### src/rtl/hsp_pkg.sv
package hsp_pkg;

   typedef struct packed {
      logic lvl;
      logic fall;
      logic rise;
   } strobe_t;

   typedef enum logic {
      MODE_IN  = 1'b0,
      MODE_OUT = 1'b1
   } hs_mode_e;

   localparam int ICR_GLOBAL_BIT = 2;
   localparam int NUM_STROBES    = 4;
   localparam int IDX_STB        = 0;
   localparam int IDX_ACK        = 1;
   localparam int IDX_RD         = 2;
   localparam int IDX_WR         = 3;

endpackage

### src/rtl/hsp_sync_edge.sv
module hsp_sync_edge #(
   parameter int   STAGES = 2,
   parameter logic IDLE   = 1'b1
) (
   input  logic             clk,
   input  logic             rst_n,
   input  logic             raw,
   output hsp_pkg::strobe_t ev
);
   logic [STAGES-1:0] chain;
   logic              prev;

   if (STAGES < 2) begin : g_bad_stages
      $error("hsp_sync_edge: STAGES must be at least 2");
   end

   always_ff @(posedge clk or negedge rst_n) begin
      if (!rst_n) begin
         chain <= {STAGES{IDLE}};
         prev  <= IDLE;
      end else begin
         chain <= {chain[STAGES-2:0], raw};
         prev  <= chain[STAGES-1];
      end
   end

   assign ev.lvl  = chain[STAGES-1];
   assign ev.fall = prev & ~chain[STAGES-1];
   assign ev.rise = ~prev & chain[STAGES-1];
endmodule

### src/rtl/hsp_flags.sv
module hsp_flags #(
   parameter int W        = 8,
   parameter int PC_W     = 8,
   parameter int INTE_BIT = 4,
   localparam int SEL_W   = $clog2(PC_W)
) (
   input  logic               clk,
   input  logic               rst_n,
   input  hsp_pkg::hs_mode_e  mode,
   input  hsp_pkg::strobe_t   stb,
   input  hsp_pkg::strobe_t   ack,
   input  hsp_pkg::strobe_t   rd,
   input  hsp_pkg::strobe_t   wr,
   input  logic [W-1:0]       pin_in,
   input  logic [W-1:0]       host_wdata,
   input  logic               bsr_valid,
   input  logic [SEL_W-1:0]   bsr_bit,
   input  logic               bsr_set,
   output logic               ibf,
   output logic               obf_n,
   output logic               intr,
   output logic               inte,
   output logic [W-1:0]       in_latch,
   output logic [W-1:0]       out_reg
);
   import hsp_pkg::*;

   hs_mode_e mode_q;
   logic     inte_hit;

   if (INTE_BIT < 0 || INTE_BIT >= PC_W) begin : g_bad_inte
      $error("hsp_flags: INTE_BIT outside port C");
   end

   assign inte_hit = bsr_valid && (bsr_bit == SEL_W'(INTE_BIT));

   always_ff @(posedge clk or negedge rst_n) begin
      if (!rst_n) begin
         mode_q   <= MODE_IN;
         ibf      <= 1'b0;
         obf_n    <= 1'b1;
         intr     <= 1'b0;
         inte     <= 1'b0;
         in_latch <= '0;
         out_reg  <= '0;
      end else begin
         mode_q <= mode;
         if (mode != mode_q) begin
            ibf   <= 1'b0;
            obf_n <= 1'b1;
            intr  <= 1'b0;
         end else if (mode == MODE_IN) begin
            if (!stb.lvl) in_latch <= pin_in;
            if (rd.rise)  ibf <= 1'b0;
            if (stb.fall) ibf <= 1'b1;
            if (rd.fall)  intr <= 1'b0;
            if (stb.rise && inte && ibf) intr <= 1'b1;
         end else begin
            if (wr.rise) begin
               obf_n   <= 1'b0;
               out_reg <= host_wdata;
            end
            if (ack.fall) obf_n <= 1'b1;
            if (wr.fall)  intr <= 1'b0;
            if (ack.rise && inte) intr <= 1'b1;
         end
         if (inte_hit) begin
            inte <= bsr_set;
            if (!bsr_set) intr <= 1'b0;
         end
      end
   end
endmodule

### src/rtl/hsp_irq_gate.sv
module hsp_irq_gate #(
   parameter int ICR_W    = 8,
   parameter int PORT_IDX = 0
) (
   input  logic             clk,
   input  logic             rst_n,
   input  logic             icr1_wr,
   input  logic             icr2_wr,
   input  logic [ICR_W-1:0] icr_wdata,
   input  logic             intr,
   output logic             host_irq
);
   logic port_en;
   logic glob_en;

   if (PORT_IDX < 0 || PORT_IDX > 1) begin : g_bad_port
      $error("hsp_irq_gate: PORT_IDX must be 0 or 1");
   end
   if (ICR_W <= hsp_pkg::ICR_GLOBAL_BIT) begin : g_bad_icr
      $error("hsp_irq_gate: ICR_W too narrow");
   end

   always_ff @(posedge clk or negedge rst_n) begin
      if (!rst_n) begin
         port_en <= 1'b0;
         glob_en <= 1'b0;
      end else begin
         if (icr1_wr) port_en <= icr_wdata[PORT_IDX];
         if (icr2_wr) glob_en <= icr_wdata[hsp_pkg::ICR_GLOBAL_BIT];
      end
   end

   assign host_irq = intr & port_en & glob_en;
endmodule

### src/rtl/hsp_strobed_port.sv
module hsp_strobed_port #(
   parameter int W           = 8,
   parameter int SYNC_STAGES = 2,
   parameter int INTE_BIT    = 4,
   parameter int PORT_IDX    = 0,
   parameter int ICR_W       = 8
) (
   input  logic         clk,
   input  logic         rst_n,
   input  logic         mode_out,
   input  logic         stb_n,
   input  logic         ack_n,
   input  logic         rd_n,
   input  logic         wr_n,
   input  logic [W-1:0] pin_in,
   output logic [W-1:0] pin_out,
   output logic         pin_oe,
   input  logic [W-1:0] host_wdata,
   output logic [W-1:0] host_rdata,
   input  logic         bsr_valid,
   input  logic [2:0]   bsr_bit,
   input  logic         bsr_set,
   input  logic         icr1_wr,
   input  logic         icr2_wr,
   input  logic [ICR_W-1:0] icr_wdata,
   output logic         ibf,
   output logic         obf_n,
   output logic         intr,
   output logic [2:0]   status,
   output logic         host_irq
);
   import hsp_pkg::*;

   localparam int PC_W = 8;

   logic [NUM_STROBES-1:0] raw_vec;
   strobe_t                ev [NUM_STROBES];
   logic                   inte;
   hs_mode_e               mode;

   assign raw_vec[IDX_STB] = stb_n;
   assign raw_vec[IDX_ACK] = ack_n;
   assign raw_vec[IDX_RD]  = rd_n;
   assign raw_vec[IDX_WR]  = wr_n;
   assign mode = mode_out ? MODE_OUT : MODE_IN;

   for (genvar g = 0; g < NUM_STROBES; g++) begin : g_sync
      hsp_sync_edge #(.STAGES(SYNC_STAGES), .IDLE(1'b1)) u_sync (
         .clk   (clk),
         .rst_n (rst_n),
         .raw   (raw_vec[g]),
         .ev    (ev[g])
      );
   end

   hsp_flags #(.W(W), .PC_W(PC_W), .INTE_BIT(INTE_BIT)) u_flags (
      .clk        (clk),
      .rst_n      (rst_n),
      .mode       (mode),
      .stb        (ev[IDX_STB]),
      .ack        (ev[IDX_ACK]),
      .rd         (ev[IDX_RD]),
      .wr         (ev[IDX_WR]),
      .pin_in     (pin_in),
      .host_wdata (host_wdata),
      .bsr_valid  (bsr_valid),
      .bsr_bit    (bsr_bit),
      .bsr_set    (bsr_set),
      .ibf        (ibf),
      .obf_n      (obf_n),
      .intr       (intr),
      .inte       (inte),
      .in_latch   (host_rdata),
      .out_reg    (pin_out)
   );

   hsp_irq_gate #(.ICR_W(ICR_W), .PORT_IDX(PORT_IDX)) u_irq (
      .clk       (clk),
      .rst_n     (rst_n),
      .icr1_wr   (icr1_wr),
      .icr2_wr   (icr2_wr),
      .icr_wdata (icr_wdata),
      .intr      (intr),
      .host_irq  (host_irq)
   );

   assign pin_oe = mode_out;
   assign status = {(mode_out ? obf_n : ibf), inte, intr};
endmodule

### config.mk
export PLATFORM = sky130hd
export DESIGN_NAME = hsp_strobed_port
export DESIGN_NICKNAME = d
export VERILOG_FILES = /design/src/rtl/hsp_pkg.sv /design/src/rtl/hsp_sync_edge.sv /design/src/rtl/hsp_flags.sv /design/src/rtl/hsp_irq_gate.sv /design/src/rtl/hsp_strobed_port.sv
export SDC_FILE = /design/constraint.sdc
export NUM_CORES = 1
export LEC_CHECK = 0
export BUFFER_PORTS_ARGS = -buffer_cell sky130_fd_sc_hd__clkbuf_2
export CAP_MARGIN = 0
export CORE_ASPECT_RATIO = 0.5
export CORE_MARGIN = 2
export CORE_UTILIZATION = 28
export DETAILED_ROUTE_END_ITERATION = 16
export HOLD_SLACK_MARGIN = 0.02
export PLACE_DENSITY_LB_ADDON = 0.3
export SYNTH_ARGS = -nofsm -noshare
export SYNTH_HDL_FRONTEND = slang
export SYNTH_HIERARCHICAL = 1
export SYNTH_SLANG_ARGS = --single-unit
### constraint.sdc
create_clock -name clk -period 2 [get_ports clk]
set_clock_uncertainty 0.15 [all_clocks]
set_input_delay 0.2 -clock clk [delete_from_list [all_inputs] [get_ports clk]]
set_output_delay 0.2 -clock clk [all_outputs]
set_load 0.01 [all_outputs]
==> results of run 1 <==
-- layout make-up --
| cell class | count | area (µm²) |
|---|---|---|
| sequential | 35 | 892 |
| tap | 66 | 82.6 |
| fill | 430 | 2500 |
| multi-input combinational | 47 | 428 |
| clock buffer | 8 | 100 |
| inverter | 5 | 18.8 |
| timing repair buffer | 81 | 528 |
-- routing by layer --
layer / routed length [µm] / up-vias
met4: 19 / 0
met3: 89 / 2
met5: 0 / -
met2: 1470 / 17
met1: 1200 / 473
li1: - / 477
-- what timing repair did --
item	CTS	global route
hold buffers	23	0
hold endpoints to repair	45	0
setup endpoints to repair	0	0
-- cell usage in the layout (no fill, tap or decap) --
cell type and count:
sky130_fd_sc_hd__clkbuf_2 55, sky130_fd_sc_hd__dlygate4sd3_1 23, sky130_fd_sc_hd__dfrtp_1 22, sky130_fd_sc_hd__mux2_2 17
sky130_fd_sc_hd__dfstp_2 13, sky130_fd_sc_hd__clkbuf_8 7, sky130_fd_sc_hd__nor2b_1 6, sky130_fd_sc_hd__inv_1 5
sky130_fd_sc_hd__and2b_2 4, sky130_fd_sc_hd__mux2_4 3, sky130_fd_sc_hd__buf_4 3, sky130_fd_sc_hd__nand2_1 3
sky130_fd_sc_hd__o21ai_0 3, sky130_fd_sc_hd__ha_1 2, sky130_fd_sc_hd__clkbuf_1 1, sky130_fd_sc_hd__a21oi_1 1
sky130_fd_sc_hd__nor4_1 1, sky130_fd_sc_hd__a311oi_1 1, sky130_fd_sc_hd__a2111oi_0 1, sky130_fd_sc_hd__nor3_4 1
sky130_fd_sc_hd__a22oi_1 1, sky130_fd_sc_hd__nor2_1 1, sky130_fd_sc_hd__nor3_1 1, sky130_fd_sc_hd__and3_1 1
-- critical path, stage by stage (launching register included) --
cell	delay, ns
sky130_fd_sc_hd__dfrtp_1	0.34
sky130_fd_sc_hd__inv_1	0.04
sky130_fd_sc_hd__ha_1	0.35
sky130_fd_sc_hd__nor3_4	0.44
sky130_fd_sc_hd__mux2_2	0.39
-- where the power goes --
part	internal (µW)	switching [µW]	leakage, µW
clock network	314	232	0.0000515
registers	822	57.1	0.000400
logic	201	153	0.000530
total	1340	442	0.000982
-- worst min-delay path by stage --
stage,slack (ns),cells past startpoint,from,to
floorplan,-0.25,0,rst_n,u_flags/ibf
global placement,-0.09,1,rst_n,u_flags/in_latch[7]
detailed placement,-0.09,1,rst_n,u_flags/in_latch[7]
CTS,0.03,2,icr2_wr,u_irq/glob_en
global route,0.03,2,icr1_wr,u_irq/port_en
finish,0.03,2,bsr_set,u_flags/inte
-- per-stage QoR --
step	total power (µW)	util, %
floorplan	1060	-
detailed placement	1220	37.8
CTS	1820	45.0
finish	1780	45.0
global placement	1200	37.8
global route	1900	45.0
==> run_summary.xml, run 1 <==
<?xml version="1.0" encoding="UTF-8"?>
<metrics>
  <group name="placement">
    <metric name="port_buffers" unit="">55</metric>
    <metric name="post-dp-hpwl" unit="mm">1.97</metric>
    <metric name="placedInstanceArea" unit="µm²">1720</metric>
    <metric name="dp.cells" unit="">211</metric>
    <metric name="pre_cts_slack" unit="ns">0.164</metric>
    <metric name="globalplace.congestion" unit="">0.727</metric>
  </group>
  <group name="sta">
    <metric name="max-slew-margin-rel" unit="%">70.9</metric>
    <metric name="slew_violations" unit="">0</metric>
    <metric name="grt_setup_unrepaired" unit="">false</metric>
    <metric name="setup_viol_count_final" unit="">0</metric>
    <metric name="hold_viol" unit="">0</metric>
    <metric name="timing.final.crit_share" unit="%">91.2</metric>
    <metric name="worstMarginPinSlew" unit="ns">0.435</metric>
    <metric name="timing.hold.ws" unit="ns">0.0341</metric>
    <metric name="final_critical_path_setup_slack" unit="ns">0.176</metric>
    <metric name="achievable-frequency" unit="MHz">548</metric>
    <metric name="finalCriticalPeriod" unit="ns">1.82</metric>
    <metric name="finalSetupTns" unit="ns">0</metric>
  </group>
  <group name="layout">
    <metric name="syn2layout_area_growth" unit="%">49.7</metric>
    <metric name="drive_above_1_share" unit="%">58.5</metric>
    <metric name="num_antenna_cells" unit="">0</metric>
    <metric name="instances_no_fill" unit="">242</metric>
    <metric name="finish.instance_area" unit="µm²">2050</metric>
    <metric name="finish.net_count" unit="">215</metric>
  </group>
  <group name="floorplanning">
    <metric name="placement_rows" unit="">17</metric>
    <metric name="dieArea" unit="µm²">5500</metric>
    <metric name="pin_count" unit="">62</metric>
    <metric name="die_width" unit="µm">103</metric>
    <metric name="start_util" unit="%">30.1</metric>
    <metric name="floorplan.die.height" unit="µm">53.4</metric>
    <metric name="design.core.area" unit="µm²">4550</metric>
  </group>
  <group name="global_route">
    <metric name="grt_use_total" unit="%">11.4</metric>
    <metric name="globalRouteMet1Util" unit="%">13.6</metric>
    <metric name="groute.layer.met3.usage" unit="%">3.57</metric>
    <metric name="first_pass_grt_wire_length" unit="mm">4.53</metric>
    <metric name="gr-usage-met2" unit="%">19.5</metric>
    <metric name="antenna_found_initial" unit="">0</metric>
    <metric name="overflow" unit="">0</metric>
    <metric name="grt_max_degree" unit="">15</metric>
    <metric name="globalRoute.busiestLayer" unit="">met2</metric>
    <metric name="vias_in_the_first_global_route" unit="">974</metric>
  </group>
  <group name="setup_path">
    <metric name="crit-reg2reg-launch" unit="">u_flags/mode_q</metric>
    <metric name="worstSetupStartpointType" unit="">flip-flop</metric>
    <metric name="crit_arrival" unit="ns">1.83</metric>
    <metric name="rr_worst_depth" unit="">4</metric>
    <metric name="setup.worst_path.end_class" unit="">flip-flop</metric>
    <metric name="required" unit="ns">2.01</metric>
    <metric name="critical_path.reg2reg.endpoint" unit="">u_flags/in_latch[4]</metric>
    <metric name="setup.worst_path.end" unit="">u_flags/in_latch[4]</metric>
    <metric name="worstPathMaxFanout" unit="">8</metric>
    <metric name="crit_start" unit="">u_flags/mode_q</metric>
    <metric name="timing.setup.critical_path_class" unit="">reg2reg</metric>
    <metric name="rrSetupSlack" unit="ns">0.18</metric>
  </group>
  <group name="clocking">
    <metric name="cts_sinks" unit="">35</metric>
    <metric name="clock_tree_root" unit="">sky130_fd_sc_hd__clkbuf_8</metric>
    <metric name="cts_setup_buffers" unit="">0</metric>
    <metric name="clock_tree_from_tritoncts" unit="">done</metric>
    <metric name="cts.clk_slew.worst_paths" unit="ns">0.07</metric>
    <metric name="post_cts_resize_count" unit="">0</metric>
    <metric name="clock_path_buffers" unit="">2</metric>
    <metric name="clk-insertion-delay-late" unit="ns">0.27</metric>
    <metric name="htreeDepth" unit="">2</metric>
    <metric name="cts_made_buffers" unit="">5</metric>
  </group>
  <group name="logic_synthesis">
    <metric name="ys_warn_count" unit="">6</metric>
    <metric name="synth_area" unit="µm²">1370</metric>
    <metric name="synthesis.nets" unit="">131</metric>
    <metric name="synth_area_per_cell" unit="µm²">15.0</metric>
    <metric name="post_synth_inst_count" unit="">91</metric>
  </group>
  <group name="drt">
    <metric name="drt_iter0_drc" unit="">21</metric>
    <metric name="avgRoutedWirePerCell" unit="µm">11.5</metric>
    <metric name="vias" unit="">969</metric>
    <metric name="ant_nets" unit="">0</metric>
    <metric name="route.final.wire_length" unit="mm">2.78</metric>
    <metric name="drc_errors" unit="">0</metric>
    <metric name="route.detailed.vias_per_inst" unit="">4.00</metric>
    <metric name="drt_first_pass_iters" unit="">2</metric>
  </group>
  <group name="outcome">
    <metric name="status" unit="">finished clean</metric>
  </group>
  <group name="pwr">
    <metric name="power.leakage" unit="µW">0.000982</metric>
    <metric name="worst_case_vdd_ir_drop" unit="V">0.000281</metric>
    <metric name="power-per-cell-area" unit="nW/µm²">868</metric>
  </group>
  <group name="run">
    <metric name="max_cap_viol_count" unit="">0</metric>
  </group>
  <group name="hold_path">
    <metric name="hold_path_class" unit="">in2reg</metric>
  </group>
</metrics>
No activity file was read; power rests on OpenSTA's default activity.
==> run 2, diff against run 1 <==
Settings changed: SYNTH_HIERARCHICAL 1 to not set.
==> run 2 against run 1 <==
  * Combinational power decreased by 3%
  * Sequential power is essentially flat
  * Critical path depth unchanged
  * Die area fell by 2.9%
  * Register-to-register slack worse by 0.03 ns
  * Non-clock buffer count rose by 3
  * Core utilization is 0.55 points higher
  * Maximum frequency shrank 1.5%
  * Count of clock-buffer cells in the layout fell by 2
  * Critical path type unchanged
  * Largest cell class unchanged
  * Highest routed layer unchanged
==> run_summary.xml, run 2 <==
<?xml version="1.0" encoding="UTF-8"?>
<metrics>
  <group name="floorplanning">
    <metric name="placement_rows" unit="">17</metric>
    <metric name="pin_count" unit="">62</metric>
    <metric name="floorplan.die.height" unit="µm">52.7</metric>
    <metric name="start_util" unit="%">29.7</metric>
    <metric name="dieArea" unit="µm²">5340</metric>
    <metric name="design.core.area" unit="µm²">4470</metric>
    <metric name="die_width" unit="µm">101</metric>
  </group>
  <group name="hold_path">
    <metric name="holdPathStages" unit="">2</metric>
    <metric name="hold_path_class" unit="">in2reg</metric>
  </group>
  <group name="setup_path">
    <metric name="rr_worst_depth" unit="">4</metric>
    <metric name="required" unit="ns">2.01</metric>
    <metric name="setup.worst_path.end_class" unit="">flip-flop</metric>
    <metric name="worstPathCellList" unit="">inv_1, ha_1, nor3_4, mux2_2</metric>
    <metric name="crit_path_max_incr_delay" unit="ns">0.44</metric>
    <metric name="worstPathMaxFanout" unit="">8</metric>
    <metric name="crit_arrival" unit="ns">1.86</metric>
    <metric name="worstSetupStartpointType" unit="">flip-flop</metric>
    <metric name="critical_path.slowest_cell" unit="">sky130_fd_sc_hd__nor3_4</metric>
    <metric name="timing.setup.critical_path_class" unit="">reg2reg</metric>
  </group>
  <group name="placement">
    <metric name="post-dp-hpwl" unit="mm">1.87</metric>
    <metric name="port_buffers" unit="">55</metric>
    <metric name="globalplace.congestion" unit="">0.708</metric>
    <metric name="dp.cells" unit="">197</metric>
    <metric name="pre_cts_slack" unit="ns">0.152</metric>
  </group>
  <group name="clocking">
    <metric name="clock_tree_from_tritoncts" unit="">done</metric>
    <metric name="clock_tree_root" unit="">sky130_fd_sc_hd__clkbuf_8</metric>
    <metric name="clock_path_buffers" unit="">2</metric>
    <metric name="cts.clk_slew.worst_paths" unit="ns">0.07</metric>
    <metric name="clk-insertion-delay-late" unit="ns">0.28</metric>
    <metric name="post_cts_hold_buffer_count" unit="">26</metric>
    <metric name="htreeDepth" unit="">2</metric>
    <metric name="post_cts_resize_count" unit="">0</metric>
    <metric name="cts_setup_buffers" unit="">0</metric>
    <metric name="cts_made_buffers" unit="">5</metric>
    <metric name="cts_sinks" unit="">35</metric>
  </group>
  <group name="logic_synthesis">
    <metric name="post_synth_most_frequent_cells" unit="">22 x sky130_fd_sc_hd__dfrtp_1, 20 x sky130_fd_sc_hd__mux2_2, 13 x sky130_fd_sc_hd__dfstp_2</metric>
    <metric name="synth_top_cells_by_area" unit="">sky130_fd_sc_hd__dfrtp_1 42%, sky130_fd_sc_hd__dfstp_2 26%, sky130_fd_sc_hd__mux2_2 17%, sky130_fd_sc_hd__ha_1 1.9%, sky130_fd_sc_hd__buf_4 1.7%</metric>
    <metric name="synth-xor-area-share" unit="%">0</metric>
    <metric name="synth_simple_gate_area_share" unit="%">6.79</metric>
    <metric name="synth_top_family_by_area" unit="">multiplexers</metric>
    <metric name="complex_gate_fraction_of_the_synthesized_area" unit="%">4.25</metric>
    <metric name="synth_async_sr_flop_share" unit="%">100</metric>
    <metric name="synth.lib_cells_used.distinct" unit="">22</metric>
    <metric name="synth_most_common_cell" unit="">sky130_fd_sc_hd__dfrtp_1</metric>
    <metric name="yosys-mux-area-fraction" unit="%">17.0</metric>
    <metric name="synth_enable_flop_cells" unit="">0</metric>
    <metric name="synth.largest_area_cell" unit="">sky130_fd_sc_hd__dfrtp_1</metric>
    <metric name="synth.yosys.seq_area_share" unit="%">67.3</metric>
    <metric name="ys_warn_count" unit="">0</metric>
    <metric name="synth_area_per_cell" unit="µm²">15.6</metric>
    <metric name="synth_area" unit="µm²">1330</metric>
    <metric name="yosys.area_share.adder" unit="%">1.89</metric>
    <metric name="synth.ff_latch_count" unit="">35</metric>
    <metric name="post-synth-top-area-fraction" unit="%">41.5</metric>
    <metric name="post_synth_inst_count" unit="">85</metric>
    <metric name="synth_top_flop_cell" unit="">sky130_fd_sc_hd__dfrtp_1</metric>
    <metric name="synthesis.nets" unit="">125</metric>
  </group>
  <group name="drt">
    <metric name="ant_nets" unit="">0</metric>
    <metric name="drt_iter0_drc" unit="">17</metric>
    <metric name="route.final.wire_length" unit="mm">2.57</metric>
    <metric name="drc_errors" unit="">0</metric>
    <metric name="avgRoutedWirePerCell" unit="µm">11.2</metric>
    <metric name="drt_first_pass_iters" unit="">2</metric>
    <metric name="route.detailed.vias_per_inst" unit="">4.27</metric>
    <metric name="vias" unit="">981</metric>
  </group>
  <group name="layout">
    <metric name="num_antenna_cells" unit="">0</metric>
    <metric name="instances_no_fill" unit="">230</metric>
    <metric name="fillers" unit="">430</metric>
    <metric name="syn2layout_area_growth" unit="%">53.5</metric>
    <metric name="finish.net_count" unit="">213</metric>
    <metric name="most-common-layout-cells" unit="">55 x sky130_fd_sc_hd__clkbuf_2, 26 x sky130_fd_sc_hd__dlygate4sd3_1, 22 x sky130_fd_sc_hd__dfrtp_1</metric>
    <metric name="drive_above_1_share" unit="%">57.8</metric>
    <metric name="layout.cells.most_common" unit="">sky130_fd_sc_hd__clkbuf_2</metric>
  </group>
  <group name="sta">
    <metric name="grt_setup_unrepaired" unit="">false</metric>
    <metric name="slew_violations" unit="">0</metric>
    <metric name="finalCriticalPeriod" unit="ns">1.85</metric>
    <metric name="setup_viol_count_final" unit="">0</metric>
    <metric name="timing.final.crit_share" unit="%">92.6</metric>
    <metric name="final_critical_path_setup_slack" unit="ns">0.149</metric>
    <metric name="finalSetupTns" unit="ns">0</metric>
    <metric name="achievable-frequency" unit="MHz">540</metric>
    <metric name="max-slew-margin-rel" unit="%">65.3</metric>
    <metric name="worstMarginPinSlew" unit="ns">0.520</metric>
    <metric name="timing.hold.ws" unit="ns">0.0788</metric>
    <metric name="hold_viol" unit="">0</metric>
  </group>
  <group name="global_route">
    <metric name="grt_use_total" unit="%">10.5</metric>
    <metric name="grt_max_degree" unit="">23</metric>
    <metric name="antenna_found_initial" unit="">0</metric>
    <metric name="vias_in_the_first_global_route" unit="">969</metric>
    <metric name="first_pass_grt_wire_length" unit="mm">4.20</metric>
    <metric name="overflow" unit="">0</metric>
  </group>
  <group name="pwr">
    <metric name="power-per-cell-area" unit="nW/µm²">891</metric>
    <metric name="worst_case_vdd_ir_drop" unit="V">0.000376</metric>
    <metric name="power.leakage" unit="µW">0.000971</metric>
    <metric name="post-layout-total-power" unit="µW">1810</metric>
  </group>
  <group name="outcome">
    <metric name="status" unit="">finished clean</metric>
  </group>
  <group name="run">
    <metric name="max_cap_viol_count" unit="">0</metric>
  </group>
</metrics>
-- run 2: cell types whose count changed in the layout (fill, tap and decap cells not counted), moves of 2 or more --
| cell | change |
|---|---|
| sky130_fd_sc_hd__nor2b_1 | -6 |
| sky130_fd_sc_hd__and2b_2 | -4 |
| sky130_fd_sc_hd__dlygate4sd3_1 | +3 |
| sky130_fd_sc_hd__mux2_2 | +3 |
| sky130_fd_sc_hd__mux2_4 | -3 |
| sky130_fd_sc_hd__clkbuf_8 | -2 |
| sky130_fd_sc_hd__nand2b_1 | +2 |
-- run 2: worst paths after layout --
check,from,end,slack (ns)
min in group asynchronous,rst_n,u_flags.mode_q,0.29
min reg2reg,g_sync[2].u_sync.chain[0],g_sync[2].u_sync.chain[1],0.21
max reg2reg,u_flags.mode_q,u_flags.in_latch[5],0.15
min,mode_out,u_flags.mode_q,0.08
max in group asynchronous,rst_n,g_sync[1].u_sync.prev,0.82
max,u_flags.mode_q,u_flags.in_latch[5],0.15
-- run 2: layout make-up --
| class | count | area, µm² | share of cell area [%] |
|---|---|---|---|
| sequential | 35 | 892 | 43.8 |
| clock inverter | 1 | 30.0 | 1.48 |
| tap | 57 | 71.3 | 3.50 |
| multi-input combinational | 43 | 397 | 19.5 |
| inverter | 4 | 15.0 | 0.738 |
| timing repair buffer | 84 | 558 | 27.4 |
| clock buffer | 6 | 72.6 | 3.56 |
-- run 2: through the flow --
step / area [µm²] / utilization (%)
after floorplan: 1330 / -
after global placement: 1670 / 37.5
after detailed placement: 1670 / 37.5
after CTS: 2040 / 45.6
after global routing: 2040 / 45.6
final: 2040 / 45.6
-- run 2: layer usage --
metal / global-route usage (%) / wire, µm / vias to the layer above
li1: - / - / 468
met1: 12.2 / 1090 / 487
met2: 17.9 / 1320 / 21
met3: 3.33 / 131 / 5
met4: 5.41 / 34 / 0
met5: 0 / 0 / -
-- run 2: kinds of logic (layout without fill, tap and decap cells) --
logic type	Yosys count	in the layout
AO/OA/AOI/OAI	8	8
adder cells (fa/ha/maj)	2	2
buffers and inverters	7	95
flip-flops	35	35
multiplexers	20	20
AND/OR/NAND/NOR	13	13
-- run 2: critical path: cells and delay by family, from the launching register on --
kind / cells / cell delay [ns]
buf+inv: 1 / 0.04
simple gates: 1 / 0.44
flops: 1 / 0.35
mux: 1 / 0.39
fa+ha+maj: 1 / 0.36
-- run 2: power breakdown --
group	internal [µW]	switching, µW	total (µW)	leakage, µW
clock network	365	227	592	0.0000513
registers	822	55.5	877	0.000401
logic	199	146	345	0.000519
total	1390	429	1810	0.000971
==> run 3, diff against run 2 <==
Settings changed: ABC_AREA set to 1, CORE_UTILIZATION 28 to 42.
==> run 3 against run 2 <==
  * Cell count up 14%
  * Cell area up 3.8%
  * Combinational power down 2%
  * Area after synthesis up 5.4%
  * Critical path type is now in2reg
  * Largest cell class unchanged
  * Largest power group unchanged
  * Highest routed layer unchanged
==> run_summary.xml, run 3 <==
<?xml version="1.0" encoding="UTF-8"?>
<metrics>
  <group name="outcome">
    <metric name="status" unit="">finished clean</metric>
  </group>
  <group name="logic_synthesis">
    <metric name="synth_area" unit="µm²">1400</metric>
    <metric name="synth_area_per_cell" unit="µm²">10.4</metric>
    <metric name="synth_simple_gate_area_share" unit="%">24.3</metric>
    <metric name="synth_top_flop_cell" unit="">sky130_fd_sc_hd__dfrtp_1</metric>
    <metric name="synth_top_family_by_area" unit="">simple AND/OR/NAND/NOR gates</metric>
    <metric name="complex_gate_fraction_of_the_synthesized_area" unit="%">3.58</metric>
    <metric name="ys_warn_count" unit="">0</metric>
    <metric name="synth.ff_latch_count" unit="">35</metric>
    <metric name="synth-xor-area-share" unit="%">0</metric>
    <metric name="post_synth_inst_count" unit="">135</metric>
    <metric name="synth_async_sr_flop_share" unit="%">100</metric>
    <metric name="synth.largest_area_cell" unit="">sky130_fd_sc_hd__dfrtp_1</metric>
    <metric name="post-synth-top-area-fraction" unit="%">39.4</metric>
    <metric name="synth.yosys.seq_area_share" unit="%">63.8</metric>
    <metric name="synth.lib_cells_used.distinct" unit="">21</metric>
    <metric name="synthesis.nets" unit="">175</metric>
    <metric name="synth_top_cells_by_area" unit="">sky130_fd_sc_hd__dfrtp_1 39%, sky130_fd_sc_hd__dfstp_2 24%, sky130_fd_sc_hd__nand2_1 11%, sky130_fd_sc_hd__nand3_1 6.8%, sky130_fd_sc_hd__inv_1 2.7%</metric>
    <metric name="yosys.area_share.adder" unit="%">1.79</metric>
    <metric name="post_synth_most_frequent_cells" unit="">42 x sky130_fd_sc_hd__nand2_1, 22 x sky130_fd_sc_hd__dfrtp_1, 19 x sky130_fd_sc_hd__nand3_1</metric>
    <metric name="yosys-mux-area-fraction" unit="%">0.806</metric>
    <metric name="synth_most_common_cell" unit="">sky130_fd_sc_hd__nand2_1</metric>
    <metric name="synth_enable_flop_cells" unit="">0</metric>
  </group>
  <group name="global_route">
    <metric name="vias_in_the_first_global_route" unit="">1181</metric>
    <metric name="first_pass_grt_wire_length" unit="mm">5.07</metric>
    <metric name="antenna_found_initial" unit="">0</metric>
    <metric name="grt_max_degree" unit="">22</metric>
    <metric name="globalRouteMet1Util" unit="%">18.8</metric>
    <metric name="globalRoute.busiestLayer" unit="">met2</metric>
    <metric name="gr-usage-met2" unit="%">32.8</metric>
    <metric name="overflow" unit="">0</metric>
    <metric name="groute.layer.met3.usage" unit="%">8.04</metric>
    <metric name="grt_use_total" unit="%">18.1</metric>
  </group>
  <group name="setup_path">
    <metric name="crit_start" unit="">mode_out</metric>
    <metric name="setup.worst_path.end" unit="">u_flags.in_latch[0]</metric>
    <metric name="crit-reg2reg-launch" unit="">u_flags.mode_q</metric>
    <metric name="worstSetupStartpointType" unit="">primary input</metric>
    <metric name="setup.worst_path.end_class" unit="">flip-flop</metric>
    <metric name="required" unit="ns">2.03</metric>
    <metric name="rr_worst_depth" unit="">6</metric>
    <metric name="crit_arrival" unit="ns">1.86</metric>
    <metric name="timing.setup.critical_path_class" unit="">in2reg</metric>
    <metric name="worstPathMaxFanout" unit="">10</metric>
    <metric name="critical_path.reg2reg.endpoint" unit="">u_flags.in_latch[0]</metric>
    <metric name="rrSetupSlack" unit="ns">0.48</metric>
  </group>
  <group name="drt">
    <metric name="ant_nets" unit="">0</metric>
    <metric name="drt_first_pass_iters" unit="">4</metric>
    <metric name="route.final.wire_length" unit="mm">3.04</metric>
    <metric name="drt_iter0_drc" unit="">62</metric>
    <metric name="route.detailed.vias_per_inst" unit="">4.60</metric>
    <metric name="avgRoutedWirePerCell" unit="µm">11.5</metric>
    <metric name="vias" unit="">1209</metric>
    <metric name="drc_errors" unit="">0</metric>
  </group>
  <group name="placement">
    <metric name="post-dp-hpwl" unit="mm">2.03</metric>
    <metric name="globalplace.congestion" unit="">0.757</metric>
    <metric name="port_buffers" unit="">55</metric>
  </group>
  <group name="sta">
    <metric name="finalSetupTns" unit="ns">0</metric>
    <metric name="slew_violations" unit="">0</metric>
    <metric name="grt_setup_unrepaired" unit="">false</metric>
    <metric name="hold_viol" unit="">0</metric>
    <metric name="worstMarginPinSlew" unit="ns">0.508</metric>
    <metric name="timing.final.crit_share" unit="%">91.3</metric>
    <metric name="finalCriticalPeriod" unit="ns">1.83</metric>
    <metric name="achievable-frequency" unit="MHz">547</metric>
    <metric name="max-slew-margin-rel" unit="%">66.1</metric>
    <metric name="setup_viol_count_final" unit="">0</metric>
  </group>
  <group name="clocking">
    <metric name="cts_sinks" unit="">35</metric>
    <metric name="clock_path_buffers" unit="">2</metric>
    <metric name="cts.clk_slew.worst_paths" unit="ns">0.07</metric>
    <metric name="clk-insertion-delay-late" unit="ns">0.28</metric>
    <metric name="htreeDepth" unit="">2</metric>
    <metric name="cts_made_buffers" unit="">5</metric>
    <metric name="clock_tree_root" unit="">sky130_fd_sc_hd__clkbuf_8</metric>
    <metric name="cts_setup_buffers" unit="">0</metric>
    <metric name="clock_tree_from_tritoncts" unit="">done</metric>
  </group>
  <group name="floorplanning">
    <metric name="die_width" unit="µm">85.6</metric>
    <metric name="dieArea" unit="µm²">3830</metric>
    <metric name="placement_rows" unit="">14</metric>
    <metric name="start_util" unit="%">45.3</metric>
    <metric name="pin_count" unit="">62</metric>
    <metric name="design.core.area" unit="µm²">3080</metric>
    <metric name="floorplan.die.height" unit="µm">44.8</metric>
  </group>
  <group name="layout">
    <metric name="final_util" unit="%">68.5</metric>
    <metric name="syn2layout_area_growth" unit="%">51.2</metric>
    <metric name="num_antenna_cells" unit="">0</metric>
    <metric name="most-common-layout-cells" unit="">55 x sky130_fd_sc_hd__clkbuf_2, 42 x sky130_fd_sc_hd__nand2_1, 27 x sky130_fd_sc_hd__dlygate4sd3_1</metric>
    <metric name="fillers" unit="">240</metric>
    <metric name="layout.cells.most_common" unit="">sky130_fd_sc_hd__clkbuf_2</metric>
    <metric name="finish.net_count" unit="">262</metric>
    <metric name="drive_above_1_share" unit="%">39.5</metric>
  </group>
  <group name="pwr">
    <metric name="power-per-cell-area" unit="nW/µm²">923</metric>
    <metric name="power.leakage" unit="µW">0.00112</metric>
    <metric name="worst_case_vdd_ir_drop" unit="V">0.000485</metric>
  </group>
  <group name="run">
    <metric name="max_cap_viol_count" unit="">0</metric>
  </group>
  <group name="hold_path">
    <metric name="hold_path_class" unit="">in2reg</metric>
  </group>
</metrics>
run 3: where the power goes:
part           internal [µW]  switching, µW
Clock                    497            255
Sequential               810           51.5
Combinational            162            176
Total                   1470            482
run 3: per-layer routing:
layer / vias up / part of all wire (%)
met2: 26 / 53
met3: 2 / 4.4
li1: 605 / -
met4: 0 / 1.1
met1: 576 / 42
met5: - / 0
run 3: worst max-delay path, cell delays in order:
cell and delay (ns):
sky130_fd_sc_hd__dlygate4sd3_1 0.52, sky130_fd_sc_hd__clkbuf_2 0.18, sky130_fd_sc_hd__inv_2 0.05, sky130_fd_sc_hd__ha_1 0.35
sky130_fd_sc_hd__nor2_4 0.28, sky130_fd_sc_hd__nand2_4 0.12, sky130_fd_sc_hd__nand2_1 0.09, sky130_fd_sc_hd__nand2_1 0.05
run 3: layout make-up:
class	count	area [µm²]	share of cell area, %
clock buffer	5	68.8	3.26
clock inverter	3	67.6	3.20
inverter	11	41.3	1.95
multi-input combinational	84	425	20.1
sequential	35	892	42.2
tap	40	50.0	2.37
timing repair buffer	85	568	26.9
run 3: stage by stage:
stage | setup WS (ns) | std cells | hold WS (ns) | power (µW) | area (µm²)
after detailed placement | 0.402 | 228 | 0.0396 | 1170 | 1710
after global placement | 0.440 | 228 | 0.0359 | 1160 | 1710
after floorplan | 0.607 | 135 | -0.246 | 1020 | 1400
final | 0.173 | 263 | 0.0720 | 1950 | 2110
after CTS | 0.163 | 262 | 0.0203 | 1970 | 2100
after global routing | 0.0734 | 263 | 0.0888 | 2060 | 2110
run 3: timing repair:
action,4_1_cts,5_1_grt
resized for setup,0,0
endpoints found under the hold margin,33,1
hold buffers,26,1
run 3: worst min path at each step:
stage,start,to,slack (ns),depth (start not counted)
floorplan,rst_n,u_flags.ibf,-0.25,0
global placement,rst_n,u_flags.in_latch[3],0.04,1
detailed placement,rst_n,u_flags.in_latch[3],0.04,1
CTS,pin_in[5],u_flags.in_latch[5],0.02,3
global route,bsr_bit[2],u_flags.inte,0.09,3
finish,bsr_valid,u_flags.inte,0.07,3
run 3: cell families (layout without fill, tap and decap cells):
logic type               count (synthesis)  in the layout
AND/OR/NAND/NOR                         73             73
flip-flops                              35             35
buffers and inverters                   16            104
AO/OA/AOI/OAI                            8              8
adder cells (fa/ha/maj)                  2              2
multiplexers                             1              1
